===== config.mk =====
export PLATFORM = sky130hd
export DESIGN_NAME = scan_sequencer
export DESIGN_NICKNAME = d
export VERILOG_FILES = /design/src/rtl/seq_pkg.sv /design/src/rtl/seq_list_ram.sv /design/src/rtl/seq_edge_sync.sv /design/src/rtl/seq_slot_ctrl.sv /design/src/rtl/scan_sequencer.sv
export SDC_FILE = /design/constraint.sdc
export NUM_CORES = 2
export LEC_CHECK = 0
export ABC_AREA = 0
export BUFFER_PORTS_ARGS = -buffer_cell sky130_fd_sc_hd__buf_4
export CAP_MARGIN = 20
export CORE_MARGIN = 2
export CORE_UTILIZATION = 60
export CTS_CLUSTER_DIAMETER = 200
export DETAILED_ROUTE_END_ITERATION = 10
export PLACE_DENSITY = 0.8
export SLEW_MARGIN = 15
export SYNTH_ARGS = -nofsm -noshare
export SYNTH_HDL_FRONTEND = slang
export SYNTH_HIERARCHICAL = 1
export SYNTH_SLANG_ARGS = --single-unit

===== constraint.sdc =====
create_clock -name clk -period 9 [get_ports clk]
set_input_delay 0.9 -clock clk [delete_from_list [all_inputs] [get_ports clk]]
set_output_delay 0.9 -clock clk [all_outputs]
set_load 0.05 [all_outputs]

===== src/rtl/seq_pkg.sv =====
// Shared types of the scan sequencer: record tags and control states.
// Assumes nothing beyond a 2-bit tag field on the record stream.
package seq_pkg;
    typedef enum logic [1:0] {
        TAG_ANA = 2'd0,
        TAG_DIG = 2'd1,
        TAG_CNT = 2'd2,
        TAG_STA = 2'd3
    } rec_tag_t;

    typedef enum logic [1:0] {
        ST_IDLE = 2'd0,
        ST_RUN  = 2'd1,
        ST_GAP  = 2'd2,
        ST_WAIT = 2'd3
    } seq_state_t;
endpackage


===== src/rtl/seq_list_ram.sv =====
// Scan-list storage: one write port for the host, one asynchronous read port
// addressed by the slot index. Assumes writes happen while the engine is idle.
module seq_list_ram #(
    parameter int DEPTH = 512,
    parameter int ENT_W = 7,
    localparam int AW   = $clog2(DEPTH)
) (
    input  logic             clk,
    input  logic             wr_en,
    input  logic [AW-1:0]    wr_addr,
    input  logic [ENT_W-1:0] wr_data,
    input  logic [AW-1:0]    rd_addr,
    output logic [ENT_W-1:0] rd_data
);
    logic [ENT_W-1:0] mem [DEPTH];

    // Store one entry per host write.
    always_ff @(posedge clk) begin
        if (wr_en) mem[wr_addr] <= wr_data;
    end

    // Present the entry of the current slot.
    assign rd_data = mem[rd_addr];
endmodule


===== src/rtl/seq_edge_sync.sv =====
// Brings the asynchronous external scan clock into the clock domain and
// flags each rising edge for exactly one cycle. Assumes the input holds each
// level for at least two clock cycles.
module seq_edge_sync (
    input  logic clk,
    input  logic rst_n,
    input  logic async_in,
    output logic rise_o
);
    logic meta_q, sync_q, prev_q;

    // Two-stage synchronizer plus one history stage for edge detection.
    always_ff @(posedge clk) begin
        if (!rst_n) begin
            meta_q <= 1'b0;
            sync_q <= 1'b0;
            prev_q <= 1'b0;
        end else begin
            meta_q <= async_in;
            sync_q <= meta_q;
            prev_q <= sync_q;
        end
    end

    assign rise_o = sync_q & ~prev_q;

    assert_single_rise_R8: assert property (@(posedge clk) disable iff (!rst_n)
        rise_o |=> !rise_o);
endmodule


===== src/rtl/seq_slot_ctrl.sv =====
// Slot and scan timing: tick counter inside a slot, slot index inside a scan,
// inter-scan gap, external-edge waiting and overrun detection.
// Assumes configuration inputs are stable while running.
module seq_slot_ctrl
    import seq_pkg::*;
#(
    parameter int IDX_W      = 9,
    parameter int GAP_W      = 32,
    parameter int SLOT_TICKS = 48,
    parameter int DIG_TICKS  = 4,
    localparam int TICK_W    = $clog2(SLOT_TICKS)
) (
    input  logic              clk,
    input  logic              rst_n,
    input  logic              run,
    input  logic              ext_mode,
    input  logic              dig_only,
    input  logic [IDX_W-1:0]  last_idx,
    input  logic [GAP_W-1:0]  scan_gap,
    input  logic              ext_rise,
    output seq_state_t        state,
    output logic [IDX_W-1:0]  idx,
    output logic [TICK_W-1:0] tick,
    output logic              overrun
);
    logic [GAP_W-1:0]  gap_cnt;
    logic [TICK_W-1:0] tick_last;
    logic              slot_end;
    logic              scan_end;

    // Last tick of a slot depends on the slot flavour.
    assign tick_last = dig_only ? TICK_W'(DIG_TICKS - 1) : TICK_W'(SLOT_TICKS - 1);
    assign slot_end  = (tick == tick_last);
    assign scan_end  = slot_end && (idx == last_idx);

    // Main sequencing state machine with slot, index and gap counters.
    always_ff @(posedge clk) begin
        if (!rst_n) begin
            state   <= ST_IDLE;
            idx     <= '0;
            tick    <= '0;
            gap_cnt <= '0;
            overrun <= 1'b0;
        end else begin
            case (state)
                ST_IDLE: begin
                    idx  <= '0;
                    tick <= '0;
                    if (run) begin
                        overrun <= 1'b0;
                        state   <= ext_mode ? ST_WAIT : ST_RUN;
                    end
                end
                ST_WAIT: begin
                    if (!run)          state <= ST_IDLE;
                    else if (ext_rise) state <= ST_RUN;
                end
                ST_GAP: begin
                    if (!run) begin
                        state <= ST_IDLE;
                    end else if (gap_cnt == scan_gap - GAP_W'(1)) begin
                        state   <= ST_RUN;
                        gap_cnt <= '0;
                    end else begin
                        gap_cnt <= gap_cnt + GAP_W'(1);
                    end
                end
                default: begin
                    if (ext_mode && ext_rise) overrun <= 1'b1;
                    if (!slot_end) begin
                        tick <= tick + TICK_W'(1);
                    end else begin
                        tick <= '0;
                        if (scan_end) begin
                            idx     <= '0;
                            gap_cnt <= '0;
                            if (!run)                  state <= ST_IDLE;
                            else if (ext_mode)         state <= ST_WAIT;
                            else if (scan_gap != '0)   state <= ST_GAP;
                        end else begin
                            idx <= idx + IDX_W'(1);
                        end
                    end
                end
            endcase
        end
    end

    assert_gap_nonzero_R3: assert property (@(posedge clk) disable iff (!rst_n)
        (state == ST_GAP) |-> (scan_gap != '0));
    assert_overrun_hold_R9: assert property (@(posedge clk) disable iff (!rst_n)
        (overrun && !(state == ST_IDLE && run)) |=> overrun);
    assert_tick_range_R2: assert property (@(posedge clk) disable iff (!rst_n)
        (tick <= TICK_W'(SLOT_TICKS - 1)));
endmodule


===== src/rtl/scan_sequencer.sv =====
// Top of the channel/gain scan sequencer. Decodes slot timing into the
// convert strobe, digital and counter sample strobes and tagged records.
// Assumes configuration is static while running and SLOT_TICKS > DIG_TICKS >= 4.
module scan_sequencer
    import seq_pkg::*;
#(
    parameter int LIST_DEPTH = 512,
    parameter int CH_W       = 4,
    parameter int GAIN_W     = 3,
    parameter int SLOT_TICKS = 48,
    parameter int DIG_TICKS  = 4,
    parameter int GAP_W      = 32,
    parameter int N_PORTS    = 3,
    parameter int N_CNT      = 4,
    localparam int IDX_W     = $clog2(LIST_DEPTH),
    localparam int ENT_W     = CH_W + GAIN_W,
    localparam int REC_W     = IDX_W + ENT_W,
    localparam int TICK_W    = $clog2(SLOT_TICKS)
) (
    input  logic               clk,
    input  logic               rst_n,
    input  logic               wr_en,
    input  logic [IDX_W-1:0]   wr_addr,
    input  logic [CH_W-1:0]    wr_chan,
    input  logic [GAIN_W-1:0]  wr_gain,
    input  logic               run,
    input  logic [IDX_W-1:0]   last_idx,
    input  logic [GAP_W-1:0]   scan_gap,
    input  logic               per_slot_dig,
    input  logic               dig_only,
    input  logic               ext_mode,
    input  logic               ext_clk,
    input  logic [N_PORTS-1:0] port_en,
    input  logic [N_CNT-1:0]   cnt_en,
    output logic [CH_W-1:0]    mux_chan,
    output logic [GAIN_W-1:0]  mux_gain,
    output logic               adc_conv,
    output logic [N_PORTS-1:0] dig_strobe,
    output logic [N_CNT-1:0]   cnt_strobe,
    output logic               rec_valid,
    output logic [1:0]         rec_tag,
    output logic [REC_W-1:0]   rec_data,
    output logic               overrun
);
    seq_state_t        state;
    logic [IDX_W-1:0]  idx;
    logic [TICK_W-1:0] tick;
    logic [ENT_W-1:0]  entry;
    logic              ext_rise;
    logic              running;
    logic              ev_ana, ev_dig, ev_cnt, ev_sta;
    logic [REC_W-2:0]  scan_cnt;
    rec_tag_t          tag_sel;

    seq_list_ram #(.DEPTH(LIST_DEPTH), .ENT_W(ENT_W)) u_list (
        .clk     (clk),
        .wr_en   (wr_en),
        .wr_addr (wr_addr),
        .wr_data ({wr_chan, wr_gain}),
        .rd_addr (idx),
        .rd_data (entry)
    );

    seq_edge_sync u_sync (
        .clk      (clk),
        .rst_n    (rst_n),
        .async_in (ext_clk),
        .rise_o   (ext_rise)
    );

    seq_slot_ctrl #(
        .IDX_W(IDX_W), .GAP_W(GAP_W),
        .SLOT_TICKS(SLOT_TICKS), .DIG_TICKS(DIG_TICKS)
    ) u_ctrl (
        .clk      (clk),
        .rst_n    (rst_n),
        .run      (run),
        .ext_mode (ext_mode),
        .dig_only (dig_only),
        .last_idx (last_idx),
        .scan_gap (scan_gap),
        .ext_rise (ext_rise),
        .state    (state),
        .idx      (idx),
        .tick     (tick),
        .overrun  (overrun)
    );

    // Slot events, each on its own tick of the slot.
    assign running = (state == ST_RUN);
    assign ev_ana  = running && (tick == TICK_W'(0)) && !dig_only;
    assign ev_dig  = running && (tick == TICK_W'(1)) && (port_en != '0)
                     && (per_slot_dig || (idx == '0));
    assign ev_cnt  = running && (tick == TICK_W'(2)) && (cnt_en != '0) && (idx == '0);
    assign ev_sta  = running && (tick == TICK_W'(3)) && (idx == last_idx);

    // Drive selection and strobes toward the front end.
    assign mux_chan   = running ? entry[ENT_W-1:GAIN_W] : '0;
    assign mux_gain   = running ? entry[GAIN_W-1:0]     : '0;
    assign adc_conv   = ev_ana;
    assign dig_strobe = ev_dig ? port_en : '0;
    assign cnt_strobe = ev_cnt ? cnt_en  : '0;

    // Count completed scans since the last start.
    always_ff @(posedge clk) begin
        if (!rst_n || state == ST_IDLE) scan_cnt <= '0;
        else if (ev_sta)                scan_cnt <= scan_cnt + (REC_W-1)'(1);
    end

    // Pick the record tag and payload for this cycle.
    always_comb begin
        tag_sel  = TAG_ANA;
        rec_data = {idx, entry};
        if (ev_dig) begin
            tag_sel  = TAG_DIG;
            rec_data = REC_W'(idx);
        end else if (ev_cnt) begin
            tag_sel  = TAG_CNT;
            rec_data = REC_W'(idx);
        end else if (ev_sta) begin
            tag_sel  = TAG_STA;
            rec_data = {overrun, scan_cnt + (REC_W-1)'(1)};
        end
    end

    assign rec_valid = ev_ana | ev_dig | ev_cnt | ev_sta;
    assign rec_tag   = tag_sel;

    // Checker state: counters already sampled in the current scan.
    logic cnt_done;
    always_ff @(posedge clk) begin
        if (!rst_n || ev_sta || state == ST_IDLE) cnt_done <= 1'b0;
        else if (cnt_strobe != '0)                cnt_done <= 1'b1;
    end

    assert_one_push_R10: assert property (@(posedge clk) disable iff (!rst_n)
        $onehot0({ev_ana, ev_dig, ev_cnt, ev_sta}));
    assert_conv_pulse_R2: assert property (@(posedge clk) disable iff (!rst_n)
        adc_conv |=> !adc_conv);
    assert_cnt_once_R5: assert property (@(posedge clk) disable iff (!rst_n)
        (cnt_strobe != '0) |-> !cnt_done);
    assert_idle_quiet_R11: assert property (@(posedge clk) disable iff (!rst_n)
        (state == ST_IDLE) |-> !rec_valid);
endmodule


==> metrics <==
critical path endpoint category output port; Worst setup startpoint u_ctrl/idx[2]; CTS HTree Levels 5; async set or reset register ratio after synthesis 0%; count of clock tree sinks 3652; post-route DRC violation count 0; MaxCap Viol Count 0; fraction of the mapped netlist area in simple logic gates 4.54%; number of library cell types mapped by synthesis 94; unrepaired setup endpoints after global routing no; run status completed; setup ws final 1.82 ns; net count after synthesis 7920; Fin. Hold Viols 0; total number of yosys warnings 6; final weighted congestion in routability-driven placement 0.927; Primary FF master, synth edfxtp_1; Post-Place Setup Slack 3.07 ns; root buffer cell clkbuf_16; first-pass GRT wire length 549000 um; crit path kind reg -> out; post-route insts no fill 11400; launching point of the worst reg2reg path u_ctrl/idx[1]; reg-to-reg endpoint u_ctrl/gap_cnt[27]; number of slew-limit violations in the final report 0; post-synthesis sequential element count 3652; Power, Total 38.0 mW; Clk pin slew, worst setup/hold paths 0.06 ns; Total Wirelength 379000 um; cells after synthesis 7839; clock tree from TritonCTS done; power per cell area 236 nW/um2; via count of the first global-routing pass 79900; WP data required 8.10 ns; Crit Path Max Fanout 92; Initial Util 60.3%; core area 243000 um2; instance count after placement with tap cells included 10800; Max Clock Freq 139 MHz; portion of the post-synthesis area used by sequential elements 74.4%; post-synthesis adder-cell area fraction 0.0837%; remaining number of nets flagged by the antenna check after routing 0; reg2reg setup slack 4.57 ns; GRT Util Overall 30.2%; max_slew headroom 15.4%; fraction of synthesized area in multiplexers 13.9%; clock latency reported for the late side of the worst-skew pair 1.01 ns; grt ovf 0; total CTS buffers 362; Clock Path Buffers 4; fraction of layout cells with a size suffix above 1 16.6%; synthesized-area fraction occupied by xor and xnor cells 0.669%; Total Die Area 248000 um2; number of nets in the final layout 8035; final number of setup-violating endpoints 0; LEAKAGE 48.7 nW; data arrival time at the worst-slack endpoint 6.28 ns; Rows 181; Worst Tran Pin Value 1.27 ns; average footprint of a synthesized cell 18.7 um2; number of post-CTS setup repair buffers 0; minimum clock period 7.18 ns; drt first pass iters 6; number of hold-repair buffers added at the cts stage 0; final clock period utilization by the worst path 79.8%; via-per-instance ratio 7.10; total via count in the routed design 81200; largest net degree at the start of global routing 195; post-detailed-route wirelength per cell 33.1 um; Die Width 498 um; compound-cell area share of the yosys netlist 4.22%; number of buffers inserted by port buffering 106; type of the most critical hold path in -> reg; count of flip-flops with a built-in enable after synthesis 3584; main combinational cell family by area after synthesis multiplexers; number of DRC markers in iteration 0 13500; signed area change from the synthesized netlist to the final layout 10.1%; nature of the critical path startpoint flop; worst clock skew 0.0920 ns; largest voltage drop on the vdd net 0.235 mV; dpl hpwl 213000 um; number of antenna violations at the first check in global routing 14; summed instance area of the synthesized netlist 147000 um2; Resized cells post-CTS 0; worst-case reg-to-reg path depth 11; vertical die dimension 498 um; TNS Setup 0 ns; top-level port count 107; termination of the worst setup path rec_data[0]
-- per-layer routing --
layer,vias to the layer above,share of wire (%),track usage (%)
li1,32400,-,-
met1,41400,35,40.9
met2,6271,47,46.2
met3,1083,13,8.08
met4,16,5.0,13.9
met5,-,0.030,0
-- how the worst min path moves through the flow --
stage / slack (ns) / end / from / cells after the start
after floorplan: 0.41 / u_sync/sync_q / u_sync/meta_q / 1
after global placement: 0.41 / u_sync/sync_q / u_sync/meta_q / 1
after detailed placement: 0.43 / u_sync/sync_q / u_sync/meta_q / 1
after CTS: 0.13 / u_sync/meta_q / ext_clk / 2
after global routing: 0.17 / u_sync/meta_q / ext_clk / 2
final: 0.18 / u_sync/meta_q / ext_clk / 2
-- worst max-delay path, cell delays in order (launching register included) --
cell and delay, ns:
dfxtp_4 0.77, nand2_8 0.56, buf_4 0.56, o22ai_1 0.48, nor3_1 0.14, a2111oi_0 0.62, nand4_1 0.51, nand4_1 0.59
nor3b_2 0.55, a221o_1 0.23, buf_4 0.20
-- where the power goes --
group	internal (mW)	total, mW	switching, mW
Sequential	18.7	18.8	0.0722
Clock	8.57	14.8	6.23
Combinational	1.96	4.47	2.52
Total	29.2	38.0	8.82
-- logic make-up after synthesis --
| group | Yosys count |
|---|---|
| AO/OA/AOI/OAI | 881 |
| XOR/XNOR | 112 |
| adder cells (fa/ha/maj) | 10 |
| buffers and inverters | 504 |
| flip-flops | 3652 |
| multiplexers | 1271 |
| AND/OR/NAND/NOR | 1409 |
-- stage by stage --
stage	instance area [um2]	hold slack, ns	util [%]
3_3_place_gp	150000	0.409	61.6
3_5_place_dp	150000	0.430	61.6
5_1_grt	161000	0.174	66.4
6_report	161000	0.183	66.4
4_1_cts	161000	0.128	66.3
2_1_floorplan	147000	0.406	-
-- placed cells by master, fill, tap and decap left out, types with 116 or more instances in the layout --
cell type,count
mux4_2,554
mux2i_1,650
nor3_1,145
nor2_1,664
clkbuf_16,368
edfxtp_1,3584
buf_4,198
o221ai_1,196
o22ai_1,213
nand2_1,183
o21ai_0,119
a21oi_1,116
-- sequential cells by signal, summed over array words and instances, names as in the netlist --
signal          cells
u_ctrl/idx          9
u_sync/sync_q       1
u_list/mem       3584
u_sync/meta_q       1
u_ctrl/overrun      1
scan_cnt           15
u_ctrl/state        2
u_ctrl/tick         6
u_sync/prev_q       1
u_ctrl/gap_cnt     32
-- layout make-up --
class	count	area (um2)
timing repair buffer	234	2190
inverter	21	86.3
clock inverter	202	2000
fill	14700	81700
antenna	16	40.0
clock buffer	427	9430
tap	3202	4010
multi-input combinational	3683	34500
sequential	3652	109000
-- synthesized netlist by cell type, drive strengths merged (28+ instances only) --
cell type  count  area share (%)
mux4         598             9.3
xor2          59            0.35
edfxtp      3584              73
nand4         64            0.27
nand2        196            0.50
o22ai        213            0.91
nand3         67            0.23
buf          255             1.5
nor2         667             1.7
and2          34            0.15
mux2i        650             4.4
nor3         147            0.51
dfxtp         68            0.93
and3          32            0.14
o21ai        121            0.41
o221ai       197             1.2
a21oi        116            0.40
a2111oi       28            0.17
nor4          63            0.29
xnor2         53            0.32
clkbuf       228            0.64
(Power assumes the default switching activity.)
